==> src/rtl/sdt_pkg.sv <==
package sdt_pkg;
  localparam logic [2:0] KIND_PUSH  = 3'd1;
  localparam logic [2:0] KIND_POP   = 3'd2;
  localparam logic [2:0] KIND_CALL  = 3'd3;
  localparam logic [2:0] KIND_RET   = 3'd4;
  localparam logic [2:0] KIND_SPUSE = 3'd5;

  // per-lane strobes from control to datapath
  typedef struct packed {
    logic dec;
    logic inc;
    logic fold;
  } laneCtl_t;

  // whole-cycle strobes from control to datapath
  typedef struct packed {
    logic restore;
    logic clearAll;
    logic capture;
  } seqCtl_t;
endpackage

==> src/rtl/sdt_ctrl.sv <==
module sdt_ctrl
  import sdt_pkg::*;
#(
  parameter int LANES = 3
) (
  input  logic [LANES-1:0]   slotValid,
  input  logic [LANES*3-1:0] slotKind,
  input  logic               ckptValid,
  input  logic               flushValid,
  input  logic               flushFull,
  output laneCtl_t [LANES-1:0] laneCtl,
  output seqCtl_t            seqCtl
);
  genvar g;
  generate
    for (g = 0; g < LANES; g++) begin : gLane
      logic [2:0] kind;
      logic live;
      always_comb begin
        kind = slotKind[g*3 +: 3];
        live = slotValid[g] & ~flushValid;
        laneCtl[g].dec  = live & ((kind == KIND_PUSH) | (kind == KIND_CALL));
        laneCtl[g].inc  = live & ((kind == KIND_POP)  | (kind == KIND_RET));
        laneCtl[g].fold = live & (kind == KIND_SPUSE);
      end
    end
  endgenerate

  always_comb begin
    seqCtl.restore  = flushValid & ~flushFull;
    seqCtl.clearAll = flushValid & flushFull;
    seqCtl.capture  = ckptValid & ~flushValid;
  end
endmodule

==> src/rtl/sdt_datapath.sv <==
module sdt_datapath
  import sdt_pkg::*;
#(
  parameter int LANES = 3,
  parameter int DW    = 8,
  parameter int VW    = 4,
  parameter int TAGS  = 8,
  parameter int STEP  = 4
) (
  input  logic                     clk,
  input  logic                     rstN,
  input  laneCtl_t [LANES-1:0]     laneCtl,
  input  seqCtl_t                  seqCtl,
  input  logic [$clog2(TAGS)-1:0]  ckptTag,
  input  logic [$clog2(TAGS)-1:0]  flushTag,
  output logic [LANES*DW-1:0]      offsetOut,
  output logic [LANES-1:0]         syncValid,
  output logic [LANES*DW-1:0]      syncAmount,
  output logic [DW-1:0]            spDelta,
  output logic [VW-1:0]            baseVer
);
  localparam int CW = $clog2(LANES + 1);
  localparam logic signed [DW:0] LO     = -(2 ** (DW - 1));
  localparam logic signed [DW:0] HI     = (2 ** (DW - 1)) - 1;
  localparam logic signed [DW:0] STEP_S = (DW + 1)'(STEP);

  logic signed [DW-1:0] deltaQ;
  logic [VW-1:0]        verQ;
  logic [DW-1:0]        tblDelta [TAGS];
  logic [VW-1:0]        tblVer   [TAGS];

  logic signed [DW-1:0] run;
  logic signed [DW:0]   stepped;
  logic [CW-1:0]        foldCount;
  logic [DW-1:0]        groupDelta;
  logic [VW-1:0]        groupVer;

  // chained narrow adders, one per lane, in program order
  always_comb begin
    run       = deltaQ;
    stepped   = '0;
    foldCount = '0;
    offsetOut  = '0;
    syncValid  = '0;
    syncAmount = '0;
    for (int i = 0; i < LANES; i++) begin
      if (laneCtl[i].fold) begin
        syncValid[i]             = 1'b1;
        syncAmount[i*DW +: DW]   = run;
        run                      = '0;
        foldCount                = foldCount + CW'(1);
      end else if (laneCtl[i].dec || laneCtl[i].inc) begin
        if (laneCtl[i].dec) stepped = {run[DW-1], run} - STEP_S;
        else                stepped = {run[DW-1], run} + STEP_S;
        if (stepped < LO || stepped > HI) begin
          syncValid[i]           = 1'b1;
          syncAmount[i*DW +: DW] = run;
          run                    = '0;
          foldCount              = foldCount + CW'(1);
          stepped                = laneCtl[i].dec ? -STEP_S : STEP_S;
        end
        offsetOut[i*DW +: DW] = run;
        run                   = stepped[DW-1:0];
      end
    end
    groupDelta = run;
    groupVer   = verQ + VW'(foldCount);
  end

  always_ff @(posedge clk or negedge rstN) begin
    if (!rstN) begin
      deltaQ <= '0;
      verQ   <= '0;
      for (int t = 0; t < TAGS; t++) begin
        tblDelta[t] <= '0;
        tblVer[t]   <= '0;
      end
    end else if (seqCtl.restore) begin
      deltaQ <= tblDelta[flushTag];
      verQ   <= tblVer[flushTag];
    end else if (seqCtl.clearAll) begin
      deltaQ <= '0;
    end else begin
      deltaQ <= groupDelta;
      verQ   <= groupVer;
      if (seqCtl.capture) begin
        tblDelta[ckptTag] <= groupDelta;
        tblVer[ckptTag]   <= groupVer;
      end
    end
  end

  assign spDelta = deltaQ;
  assign baseVer = verQ;
endmodule

==> src/rtl/stack_delta_tracker.sv <==
module stack_delta_tracker
  import sdt_pkg::*;
#(
  parameter int LANES = 3,
  parameter int DW    = 8,
  parameter int VW    = 4,
  parameter int TAGS  = 8,
  parameter int STEP  = 4
) (
  input  logic                    clk,
  input  logic                    rstN,
  input  logic [LANES-1:0]        slotValid,
  input  logic [LANES*3-1:0]      slotKind,
  input  logic                    ckptValid,
  input  logic [$clog2(TAGS)-1:0] ckptTag,
  input  logic                    flushValid,
  input  logic                    flushFull,
  input  logic [$clog2(TAGS)-1:0] flushTag,
  output logic [LANES*DW-1:0]     offsetOut,
  output logic [LANES-1:0]        syncValid,
  output logic [LANES*DW-1:0]     syncAmount,
  output logic [DW-1:0]           spDelta,
  output logic [VW-1:0]           baseVer
);
  laneCtl_t [LANES-1:0] laneCtl;
  seqCtl_t              seqCtl;

  sdt_ctrl #(.LANES(LANES)) uCtrl (
    .slotValid (slotValid),
    .slotKind  (slotKind),
    .ckptValid (ckptValid),
    .flushValid(flushValid),
    .flushFull (flushFull),
    .laneCtl   (laneCtl),
    .seqCtl    (seqCtl)
  );

  sdt_datapath #(
    .LANES(LANES), .DW(DW), .VW(VW), .TAGS(TAGS), .STEP(STEP)
  ) uDp (
    .clk       (clk),
    .rstN      (rstN),
    .laneCtl   (laneCtl),
    .seqCtl    (seqCtl),
    .ckptTag   (ckptTag),
    .flushTag  (flushTag),
    .offsetOut (offsetOut),
    .syncValid (syncValid),
    .syncAmount(syncAmount),
    .spDelta   (spDelta),
    .baseVer   (baseVer)
  );
endmodule

==> config.mk <==
export PLATFORM = sky130hd
export DESIGN_NAME = stack_delta_tracker
export DESIGN_NICKNAME = d
export VERILOG_FILES = /design/src/rtl/sdt_pkg.sv /design/src/rtl/sdt_ctrl.sv /design/src/rtl/sdt_datapath.sv /design/src/rtl/stack_delta_tracker.sv
export SDC_FILE = /design/constraint.sdc
export NUM_CORES = 1
export LEC_CHECK = 0
export ABC_AREA = 1
export BUFFER_PORTS_ARGS = -buffer_cell sky130_fd_sc_hd__buf_4
export CORE_AREA = 3 3 116 118
export CTS_CLUSTER_SIZE = 20
export DETAILED_ROUTE_END_ITERATION = 10
export DIE_AREA = 0 0 119 121
export PLACE_DENSITY_LB_ADDON = 0.3
export SYNTH_ARGS = -nofsm -noshare
export SYNTH_HDL_FRONTEND = slang
export SYNTH_SLANG_ARGS = --single-unit
==> constraint.sdc <==
create_clock -name clk -period 29.5 [get_ports clk]
set_input_delay 5.9 -clock clk [delete_from_list [all_inputs] [get_ports clk]]
set_output_delay 5.9 -clock clk [all_outputs]
set_load 0.01 [all_outputs]
==> results.ini <==
[finish]
final_common_cell=nand2_1
area_growth_syn_to_layout_pct=15.3
final_area_um2=7850
instances_no_fill=1188
diodes=0
final_cell_mix=nand2_1, dfrtp_1, nor2_1, o21ai_0, inv_1
nets=1062
multi_input_area_um2=3520
fillers=1141
drive_gt1_share_pct=14.1
regArea_um2=2700

[synthesis]
syn_avg_cell_area_um2=7.21
ys_seq_elements=108
synth.distinct_cells=40
ys_seq_area_share_pct=39.7
yosysWarnings=0
synthesis.nets=994
syn-cell-area_um2=6810
syn_inst=945

[routing]
vias=6819
drt_iter0_drc=743
viasPerCell=5.74
wirelength_um=20100
routedWlPerCell_um=16.9
postRouteAntennaNets=0
drc=0
first_pass_iters=6

[worst_setup_path]
slowest_delay_ps=970
crit_type=in2out
required_ps=23600
ff2ff_path_depth=40
arrival_ps=13960
r2r_slack_ps=20860
crit_path_start_kind=input pin
crit_fanout=19
r2r_end=uDp.tblVer[10]$_DFFE_PN0P_
cp_num_buf_inv=9
regToRegStartpoint=uDp.spDelta[2]$_DFF_PN0_
cp_common_cell=nand2_1
crit_family=simple AND/OR/NAND/NOR gates
cpMaxStageDelayCell=o311ai_0
end_kind=primary output

[sta]
rsz0062_at_grt=no
drv_slew=0
period_share_pct=67.3
hold_ws_ps=476
setup_violations=0
fin_crit_ps=19860
slew-limit-headroom_pct=19.2
maxClockFrequency_ghz=0.0504
setup_tns_ps=0
worst_slew_pin_slew_ps=1200
finalHoldViolCount=0
finalClockSkew_ps=6.75

[power]
p_leak_nw=4.07
powerDensity_nw_per_um2=65.0
ir_worst_vdd_mv=0.0364

[run_status]
status=complete, no violations

[floorplanning]
num_rows=41
core_um2=12600
die_h_um=121
dieArea_um2=14400
die_x_um=119
num_io_pins=86
initial_core_util_pct=54.2

[place]
place_congestion=0.941
place_area_um2=7570
hpwl_um=13900
dp.cells=1174
port_buffers=85

[job]
drv_cap=0

[clock_network]
path_clk_slew_ps=70
cts_tree=built
clkLatencyLatePin_ps=340
cts_resized=0
cts-htree-levels=3
cts-root-buf=clkbuf_16
hold_buffers=0
cts_sinks=108
clk_path_buf_depth=2
cts_made_buffers=9
cts_setup_buffers=0

[global_routing]
antenna_found_initial=0
grt_use_total_pct=27.7
grt_pass1_vias=6289
grt_max_degree=78
grt-ovfl-total=0
grt_pass1_wl_um=31700

[hold_path]
min_path_type=reg2reg
worst_hold_path.endpoint=uDp.tblDelta[33]$_DFFE_PN0P_
holdPathStages=2
hp-start=uDp.tblDelta[33]$_DFFE_PN0P_

[Yosys cell counts (all sizes together)]
library cell	n	area share [%]
nor4	5	0.46
or2	2	0.18
nor3	23	1.7
a21oi	31	2.5
clkinv	3	0.17
nand2	234	13
o22ai	7	0.64
nand3b	4	0.50
fa	4	1.2
nand4	10	0.92
xor2	8	1.0
inv	115	6.4
nand3	80	6.6
o311ai	2	0.26
o221ai	9	1.2
o21ai	115	8.4
buf	2	0.28
xnor2	1	0.13
a211oi	2	0.22
clkbuf	32	1.8
dfrtp	108	40
ha	22	4.0
o211ai	14	1.5
o21bai	2	0.22
nor2	104	5.8
a22oi	6	0.88
[report_power, final]
group / switching [W] / internal, W
clock network: 0.0000516 / 0.0000649
logic: 0.000115 / 0.0000611
registers: 0.0000247 / 0.000193
[per-layer routing]
| metal | wire (um) | up-vias | GRT usage (%) | part of all wire, % |
|---|---|---|---|---|
| li1 | - | 3246 | - | - |
| met1 | 8460 | 3188 | 36.4 | 42 |
| met3 | 1590 | 48 | 4.62 | 7.9 |
| met4 | 600 | 0 | 10.8 | 3.0 |
| met5 | 0 | - | 0 | 0 |
| met2 | 9430 | 337 | 45.9 | 47 |
[worst max-delay path by stage]
| stage | from | endpoint | slack [ps] | cells past startpoint |
|---|---|---|---|---|
| final | flushValid | syncAmount[19] | 9640 | 41 |
| after global routing | flushValid | syncAmount[20] | 9010 | 43 |
| after CTS | flushValid | syncAmount[19] | 9780 | 41 |
| after detailed placement | flushValid | syncAmount[19] | 9820 | 41 |
| after global placement | flushValid | syncAmount[19] | 10040 | 44 |
| after floorplan | flushValid | syncAmount[16] | 11390 | 43 |
[cell type report]
class | instances | share of cell area [%]
flip-flops and latches | 108 | 34.4
clock buffers | 10 | 2.92
repair buffers | 91 | 8.70
inverters | 118 | 5.70
multi-input cells | 685 | 44.9
clock inverters | 4 | 0.669
well taps | 172 | 2.74
[sequential cells by signal, indices dropped and copies added, names as in the netlist]
signal        count
uDp.spDelta       8
uDp.baseVer       4
uDp.tblVer       32
uDp.tblDelta     64
[worst min-delay path: stages, from the launching register on]
cell and delay [ps]:
dfrtp_1 340, nand2_1 50, nand2_1 50
[metrics by stage]
stage | total power, W | util, % | setup WS, ps
finish | 0.000510 | 62.5 | 9640
global route | 0.000544 | 62.5 | 9010
CTS | 0.000509 | 62.5 | 9780
detailed placement | 0.000393 | 60.2 | 9820
global placement | 0.000388 | 60.2 | 10040
floorplan | 0.000335 | - | 11390
[logic make-up after synthesis]
kind of cell / count (synthesis) / share of synthesized area (%)
and+or+nand+nor: 462 / 29.5
AOI/OAI and AO/OA: 188 / 15.9
buffers and inverters: 152 / 8.61
DFF: 108 / 39.7
adders and majority gates: 26 / 5.22
xor gates and xnor gates: 9 / 1.16
No activity file was read; power rests on OpenSTA's default activity.
